[config.mk]
export PLATFORM = sky130hd
export DESIGN_NAME = bplane_bringup_ctrl
export DESIGN_NICKNAME = d
export VERILOG_FILES = /design/src/rtl/bub_pkg.sv /design/src/rtl/bub_sync.sv /design/src/rtl/bub_resolve.sv /design/src/rtl/bub_fsm.sv /design/src/rtl/bplane_bringup_ctrl.sv
export SDC_FILE = /design/constraint.sdc
export NUM_CORES = 1
export LEC_CHECK = 0
export ABC_AREA = 1
export BUFFER_PORTS_ARGS = -buffer_cell sky130_fd_sc_hd__buf_2
export CAP_MARGIN = 10
export CORE_UTILIZATION = 42
export CTS_CLUSTER_DIAMETER = 40
export DETAILED_ROUTE_END_ITERATION = 10
export HOLD_SLACK_MARGIN = 0.05
export PLACE_DENSITY_LB_ADDON = 0.08
export SYNTH_ARGS = -nofsm -noshare
export SYNTH_HDL_FRONTEND = slang
export SYNTH_HIERARCHICAL = 1
export SYNTH_SLANG_ARGS = --single-unit
export TNS_END_PERCENT = 30
[constraint.sdc]
create_clock -name clk -period 1.2 [get_ports clk]
set_input_delay 0.18 -clock clk [delete_from_list [all_inputs] [get_ports clk]]
set_output_delay 0.18 -clock clk [all_outputs]
set_load 0.05 [all_outputs]
[src/rtl/bub_pkg.sv]
package bub_pkg;
    localparam int NUM_SPEEDS = 2;
    localparam int SPD_KR     = 0;
    localparam int SPD_KX     = 1;
    localparam int STATE_W    = 3;

    typedef enum logic [STATE_W-1:0] {
        ST_IDLE    = 3'd0,
        ST_AN      = 3'd1,
        ST_TRAIN   = 3'd2,
        ST_DATA_KR = 3'd3,
        ST_DATA_KX = 3'd4
    } bub_state_e;
endpackage

[src/rtl/bub_sync.sv]
module bub_sync #(
    parameter int STAGES = 2
) (
    input  logic clk,
    input  logic rst_n,
    input  logic d_i,
    output logic q_o
);
    logic [STAGES-1:0] chain;

    always_ff @(posedge clk or negedge rst_n) begin
        if (!rst_n) begin
            chain <= '0;
        end else begin
            chain <= {chain[STAGES-2:0], d_i};
        end
    end

    assign q_o = chain[STAGES-1];
endmodule

[src/rtl/bub_resolve.sv]
module bub_resolve #(
    parameter int N = 2
) (
    input  logic [N-1:0] common_i,
    output logic [N-1:0] grant_o,
    output logic         valid_o
);
    // Lowest index has the highest priority (fastest speed first).
    for (genvar i = 0; i < N; i++) begin : g_pri
        if (i == 0) begin : g_top
            assign grant_o[i] = common_i[i];
        end else begin : g_low
            assign grant_o[i] = common_i[i] & ~(|common_i[i-1:0]);
        end
    end

    assign valid_o = |common_i;
endmodule

[src/rtl/bub_fsm.sv]
module bub_fsm
    import bub_pkg::*;
(
    input  logic               clk,
    input  logic               rst_n,
    input  logic               pwr_good_i,
    input  logic               sw_reset_i,
    input  logic               an_done_i,
    input  logic               res_valid_i,
    input  logic               res_kr_i,
    input  logic               pd_kx_i,
    input  logic               tr_done_i,
    input  logic               link_ok_i,
    output logic               an_start_o,
    output logic               tr_start_o,
    output logic               speed_kr_o,
    output logic               dp_en_o,
    output logic [STATE_W-1:0] state_o
);
    bub_state_e state_q;
    bub_state_e state_d;

    always_comb begin
        state_d = state_q;
        if (!pwr_good_i || sw_reset_i) begin
            state_d = ST_IDLE;
        end else begin
            unique case (state_q)
                ST_IDLE: begin
                    state_d = ST_AN;
                end
                ST_AN: begin
                    if (an_done_i && res_valid_i) begin
                        state_d = res_kr_i ? ST_TRAIN : ST_DATA_KX;
                    end else if (!an_done_i && pd_kx_i) begin
                        state_d = ST_DATA_KX;
                    end
                end
                ST_TRAIN: begin
                    if (tr_done_i) begin
                        state_d = ST_DATA_KR;
                    end
                end
                ST_DATA_KR, ST_DATA_KX: begin
                    if (!link_ok_i) begin
                        state_d = ST_AN;
                    end
                end
                default: state_d = ST_IDLE;
            endcase
        end
    end

    always_ff @(posedge clk or negedge rst_n) begin
        if (!rst_n) begin
            state_q <= ST_IDLE;
        end else begin
            state_q <= state_d;
        end
    end

    always_ff @(posedge clk or negedge rst_n) begin
        if (!rst_n) begin
            an_start_o <= 1'b0;
            tr_start_o <= 1'b0;
            speed_kr_o <= 1'b1;
            dp_en_o    <= 1'b0;
        end else begin
            an_start_o <= (state_d == ST_AN)    && (state_q != ST_AN);
            tr_start_o <= (state_d == ST_TRAIN) && (state_q != ST_TRAIN);
            dp_en_o    <= (state_d == ST_DATA_KR) || (state_d == ST_DATA_KX);
            if (state_d == ST_TRAIN || state_d == ST_DATA_KR) begin
                speed_kr_o <= 1'b1;
            end else if (state_d == ST_DATA_KX) begin
                speed_kr_o <= 1'b0;
            end
        end
    end

    assign state_o = state_q;
endmodule

[src/rtl/bplane_bringup_ctrl.sv]
module bplane_bringup_ctrl
    import bub_pkg::*;
#(
    parameter int SYNC_STAGES = 2
) (
    input  logic                  clk,
    input  logic                  rst_n,
    input  logic                  pwr_good_i,
    input  logic                  sw_reset_i,
    input  logic                  adv_wr_i,
    input  logic [NUM_SPEEDS-1:0] adv_i,
    input  logic                  an_done_i,
    input  logic [NUM_SPEEDS-1:0] lp_ability_i,
    input  logic                  pd_kx_i,
    input  logic                  tr_done_i,
    input  logic                  link_ok_i,
    output logic                  an_start_o,
    output logic                  tr_start_o,
    output logic                  speed_kr_o,
    output logic                  dp_en_o,
    output logic [STATE_W-1:0]    state_o
);
    localparam logic [NUM_SPEEDS-1:0] ADV_RESET = NUM_SPEEDS'(1) << SPD_KR;

    logic [NUM_SPEEDS-1:0] adv_q;
    logic [NUM_SPEEDS-1:0] grant;
    logic                  res_valid;
    logic                  link_s;

    always_ff @(posedge clk or negedge rst_n) begin
        if (!rst_n) begin
            adv_q <= ADV_RESET;
        end else if (adv_wr_i) begin
            adv_q <= adv_i;
        end
    end

    bub_sync #(.STAGES(SYNC_STAGES)) u_link_sync (
        .clk   (clk),
        .rst_n (rst_n),
        .d_i   (link_ok_i),
        .q_o   (link_s)
    );

    bub_resolve #(.N(NUM_SPEEDS)) u_resolve (
        .common_i (adv_q & lp_ability_i),
        .grant_o  (grant),
        .valid_o  (res_valid)
    );

    bub_fsm u_fsm (
        .clk         (clk),
        .rst_n       (rst_n),
        .pwr_good_i  (pwr_good_i),
        .sw_reset_i  (sw_reset_i),
        .an_done_i   (an_done_i),
        .res_valid_i (res_valid),
        .res_kr_i    (grant[SPD_KR]),
        .pd_kx_i     (pd_kx_i),
        .tr_done_i   (tr_done_i),
        .link_ok_i   (link_s),
        .an_start_o  (an_start_o),
        .tr_start_o  (tr_start_o),
        .speed_kr_o  (speed_kr_o),
        .dp_en_o     (dp_en_o),
        .state_o     (state_o)
    );
endmodule

# --- Word-level counts from Yosys, hierarchy flattened ---
# Cells that the tools add are included.
totals:
  regBits: 11
  in_bits: 13
  output_inout_bits: 7
  elab_cells: 40
classes:
  n_eq_ne: 10
  mux: 9
  bitwise: 1
  n_reduce_logical: 13
op_table:
  columns: ["cell", "count"]
  rows:
  - ["$mux W3", 6]
  - ["$eq A3 B2 Y1 const B", 4]
  - ["$pmux W3 S4", 1]
  - ["$eq A3 B1 Y1 const B", 2]
  - ["$eq A3 B3 Y1 const B", 2]
  - ["$logic_and A1 B1 Y1", 4]
  - ["$reduce_or A2 Y1", 2]
  - ["$logic_not A3 Y1", 1]
  - ["$logic_or A1 B1 Y1", 3]
  - ["$ne A3 B1 Y1 const B", 1]
  - ["$ne A3 B2 Y1 const B", 1]
  - ["$and A2 B2 Y2", 1]
  - ["$logic_not A1 Y1", 2]
  - ["$mux W1", 2]
  - ["$reduce_bool A2 Y1", 1]

# --- Depth between registers and ports, before layout ---
depth:
  depth_word: 9
  mapped_depth: 12
  depth_no_buf: 12

# --- Modules after synthesis ---
# Netlist, hierarchy kept.
modules_own_cells:
  columns: ["mod", "n_inst", "cells_per_inst", "area_per_inst_um2", "seq_area_each_um2"]
  rows:
  - ["bub_fsm", 1, 59, 419.2, 176.4]
  - ["bplane_bringup_ctrl", 1, 13, 92.6, 51.3]
  - ["bub_sync", 1, 2, 50.0, 50.0]
  - ["bub_resolve", 1, 5, 22.5, 0.0]

# --- Worst setup path before layout ---
# Ideal clock, no wire load.
synth_path:
  kind: "register -> register"
  startpoint: "register u_fsm.state_q[0] (netlist: u_fsm/state_o[0])"
  endpoint: "register u_fsm.dp_en_o"
  setup_ps: 117
  t_arrival_ps: 1214
  required_time_ps: 1083
  path_slack_ps: -131
  path_stages_with_launch: 8
  path_buffers: 0
  period_less_slack_ps: 1331
  path_cell_list: "dfrtp_1 > nand2_1 > nor2_2 > nand2_1 > nand2_1 > nand2_1 > nand3_1 > nand2_1"
synth_via:
  elab_chain_len: 6
  elab_cells_between_ends: 15
  classes_between: "6 x eq/ne; 6 x mux; 3 x reduce/logical"
synth_rtl:
  columns: ["element", "line_no", "source"]
  rows:
  - ["from (decl)", "bub_fsm.sv:20", "bub_state_e state_q;"]
  - ["from (signal assigned)", "bub_fsm.sv:58", "state_q <= state_d;"]
  - ["$eq A3 B2 Y1 (tied with other cells)", "bub_fsm.sv:28", "unique case (state_q)"]
  - ["$reduce_or A2 Y1 / $mux W3 (equally long branches)", "bub_fsm.sv:28, bub_fsm.sv:33", null]
  - ["$pmux W3 S4 *", "bub_fsm.sv:28", null]
  - ["$mux W3 *", "bub_fsm.sv:25", "if (!pwr_good_i || sw_reset_i) begin"]
  - ["$eq A3 B2 Y1 / $eq A3 B3 Y1 (equally long branches)", "bub_fsm.sv:71", "dp_en_o <= (state_d == ST_DATA_KR) || (state_d == ST_DATA_KX);"]
  - ["$logic_or A1 B1 Y1 *", "bub_fsm.sv:71", null]
  - ["to (signal assigned)", "bub_fsm.sv:71", null]
  - ["to (decl)", "bub_fsm.sv:17", "output logic dp_en_o,"]
# Every way passes the cells marked *; elsewhere a longest branch is shown, timed or not.
# A chain may end at the register's enable or synchronous reset.

# --- Worst setup path after layout ---
layout_path:
  startpoint: "register adv_q[0]"
  endpoint: "register u_fsm.an_start_o"
layout_via:
  elab_chain_len: 8
  elab_cells_between_ends: 9
  classes_between: "1 x eq/ne; 4 x mux; 1 x bitwise; 3 x reduce/logical"
layout_rtl:
  columns: ["element", "line_no", "source"]
  rows:
  - ["from (decl)", "bplane_bringup_ctrl.sv:25", "logic [NUM_SPEEDS-1:0] adv_q;"]
  - ["from (signal assigned)", "bplane_bringup_ctrl.sv:34", "adv_q <= adv_i;"]
  - ["$and A2 B2 Y2", "bplane_bringup_ctrl.sv:46", ".common_i (adv_q & lp_ability_i),"]
  - ["$reduce_or A2 Y1", "bub_resolve.sv:17", "assign valid_o = |common_i;"]
  - ["net res_valid", "bplane_bringup_ctrl.sv:27", "logic res_valid;"]
  - ["$logic_and A1 B1 Y1", "bub_fsm.sv:33", "if (an_done_i && res_valid_i) begin"]
  - ["$mux W3", "bub_fsm.sv:33", null]
  - ["$pmux W3 S4", "bub_fsm.sv:28", null]
  - ["$mux W3", "bub_fsm.sv:25", null]
  - ["$eq A3 B1 Y1", "bub_fsm.sv:69", "an_start_o <= (state_d == ST_AN) && (state_q != ST_AN);"]
  - ["$logic_and A1 B1 Y1", "bub_fsm.sv:69", null]
  - ["to (signal assigned)", "bub_fsm.sv:69", null]
  - ["to (decl)", "bub_fsm.sv:14", "output logic an_start_o,"]
# The timed path passes the listed nets, and every way through them passes these cells.

==> PnR_summary.wiki <==
{| class="wikitable"
! Metric !! Value
|-
| Fin crit period || ~1.3 ns
|-
| Fmax || between 700 and 800 MHz
|-
| Die outline width || between 30 and 40 µm
|-
| Net switching power figure || 0.2594 mW
|-
| Design Power || ~0.86 mW
|-
| Logic gate share of total power || between 20% and 30%
|-
| Total of fill cells in the finished design || 137
|-
| Post-route worst setup slack || -0.1354 ns
|-
| Min-Delay Path Class || primary input to flip-flop
|-
| Routed vias || 530
|-
| Final non-filler cell area || 763.2 µm²
|-
| Aggregate global-route resource usage || 18.51%
|-
| Avg Synthesized Cell Area || roughly 7.4 µm²
|-
| Cell count after placement || 111
|-
| Detailed Route Iter0 Violations || 12
|-
| Routed len/inst || a little under 9 µm
|-
| Die Outline Area || between 1500 and 2000 µm²
|-
| Standby leakage power || around 0.46 nW
|-
| Number of DRC violations after detailed routing || 0
|-
| Buffer and inverter count on the worst path || 2
|-
| Ordered list of cells on the worst path || nand2_2 > inv_2 > inv_2 > nand2_2 > nand2_4 > nor2_4 > nand2_1 > nand2_2 > nand2_2 > nand2_2 > nor2_2
|-
| Initial Util || 44.62%
|-
| Post-layout nets || around 120
|-
| Deepest clock path buffer count || 2
|-
| Cell seen most often among critical-path stages || nand2_2
|-
| Weighted congestion at the end of routability-driven global placement || roughly 0.7
|-
| Cell class contributing the biggest share of worst-path delay || simple AND/OR/NAND/NOR gates
|-
| Final period utilization || 111.3%
|-
| Switching share of total power || between 30% and 40%
|-
| Non-filler instance count after layout || ~120
|-
| Synth Cell Area || around 580 µm²
|-
| Number of buffer cells added on primary ports || 19
|-
| Final setup viols || 7
|-
| Number of buffers created by CTS || 3
|-
| Via count of the first global-routing pass || between 400 and 500
|-
| Clock net sink count || 11
|-
| Category of the worst setup path capture point || flip-flop
|-
| Result of the run || complete, but fails checks
|-
| Worst setup slack before clock tree synthesis || -0.1371 ns
|-
| Ant diodes || 0
|-
| Worst Path Required || approximately 1.4 ns
|-
| Critical path peak fanout || 3
|-
| Aggregate routed wire length || slightly above 1000 µm
|-
| CTS H-tree depth || 1
|-
| Half-perimeter wire length of the detailed placement result || roughly 750 µm
|-
| Share of total power in sequential cells || between 40% and 50%
|-
| Setup repair after global routing missed its margin || true
|-
| CTS Root Buffer Type || clkbuf_4
|-
| DR pass1 iterations || 4
|-
| Initial antenna violation count || 0
|-
| Final worst hold slack || roughly 0.10 ns
|-
| Total gr overflow || 0
|-
| Headroom to the max-slew limit || between 80 and 90%
|-
| Data arrival time of the critical path || around 1.5 ns
|-
| Total nets after synthesis || 91
|-
| Pin count of the biggest net entering global routing || 12
|-
| Share of layout cells above drive strength 1 || 47.06%
|-
| Row count || 13
|-
| Relative area change from synthesis to final layout || 31.47%
|-
| Detailed-route vias per instance || ~4.5
|-
| Internal power of the cells || around 0.60 mW
|-
| Worst path slowest cell || dfstp_2
|-
| Path type of the worst setup path || flip-flop to flip-flop
|-
| Antenna Violating Nets Remaining || 0
|-
| First-pass GRT wire length || about 1900 µm
|-
| Yosys warning total || 6
|-
| Number of max-slew violations in the final report || 0
|-
| Worst clock skew || around 0.0017 ns
|-
| Clock latency at the later pin of the worst-skew pair || between 0.2 and 0.3 ns
|-
| Maximum Capacitance Violations || 0
|-
| CTS tree || done
|-
| Worst supply voltage drop on vdd || about 0.00075 V
|-
| Peak per-stage delay on the critical path || around 0.54 ns
|-
| Placed Area || 690.7 µm²
|-
| Least-Margin Pin Slew || 0.2465 ns
|-
| Clock transition time at the flip-flop clock pins of the worst setup and hold paths || about 0.060 ns
|-
| Final Hold Violating Endpoints || 0
|-
| I/O Pins || 20
|-
| CP Launch Type || flip-flop
|-
| Power per cell area || between 1000 and 1500 nW/µm²
|-
| Standard cell core area || between 1000 and 1500 µm²
|-
| Power share of the clock group || 28.0%
|-
| Overall die height || roughly 40 µm
|-
| Failing checks || setup timing
|-
| Synthesized instance count || just under 80
|}
-- worst paths after layout --
path / startpoint / endpoint / slack, ns / cells past startpoint
setup / recovery: adv_q[0] / u_fsm/an_start_o / -0.14 / 11
hold / removal: adv_i[0] / adv_q[0] / 0.10 / 3
setup reg to reg: adv_q[0] / u_fsm/an_start_o / -0.14 / 11
hold reg to reg: u_link_sync/chain[0] / u_link_sync/chain[1] / 0.36 / 0
max in group asynchronous: rst_n / u_fsm/speed_kr_o / 0.62 / 2
min in group asynchronous: rst_n / u_fsm/state_o[1] / 0.32 / 2
-- layout by cell type (no fill, tap or decap), types with 3 or more instances in the layout --
cell / n
nor2_1: 7
nand2_1: 19
dfrtp_1: 6
buf_2: 17
inv_1: 13
inv_2: 5
clkbuf_4: 4
nand2_2: 9
dfrtp_2: 3
-- area by class of cell --
class	instances	area, µm²	area share, %
Sequential cell	11	281.5	36.89
Multi-Input combinational cell	48	249.0	32.62
Timing Repair Buffer	21	120.1	15.74
Inverter	18	67.56	8.852
Clock buffer	4	26.28	3.443
Tap cell	15	18.77	2.459
-- stage by stage --
stage | setup TNS (ns) | util [%]
floorplan | -0.1449 | -
CTS | -0.7630 | 57.31
global route | -1.423 | 58.65
finish | -0.6262 | 58.65
detailed placement | -0.6542 | 53.08
global placement | -0.6551 | 53.08
-- per-layer routing --
layer,vias up,GRT usage (%),part of all wire (%),wire length [µm]
met5,-,0,0,0
met3,2,3.468,3.5,35
met2,13,31.25,45,454
met1,241,22.79,49,497
met4,0,7.759,2.4,24
li1,274,-,-,-
-- power by group through the flow --
stage	Combinational [mW]	Clock (mW)	Sequential, mW
floorplan	0.0708	0	0.483
global placement	0.175	0	0.427
detailed placement	0.177	0	0.427
CTS	0.191	0.251	0.422
global route	0.222	0.273	0.425
finish	0.197	0.241	0.422
-- repair_timing --
item                       in CTS  in global routing
setup endpoints to repair       8                  8
hold buffers                    2                  0
hold endpoints to repair       12                  0
setup buffers                   0                  0
gates resized for setup         3                  9
pin swaps                       1                  9
-- worst min-delay path: cells and delay by family --
kind,cells,cell delay [ns]
buf+inv,1,0.09
simple gates,2,0.09
-- state kept, by name, summed over array words and instances, names as in the netlist --
signal,flops
u_fsm/speed_kr_o,1
u_link_sync/chain,2
u_fsm/tr_start_o,1
adv_q,2
u_fsm/dp_en_o,1
u_fsm/an_start_o,1
u_fsm/state_o,3
(Power assumes the default switching activity.)
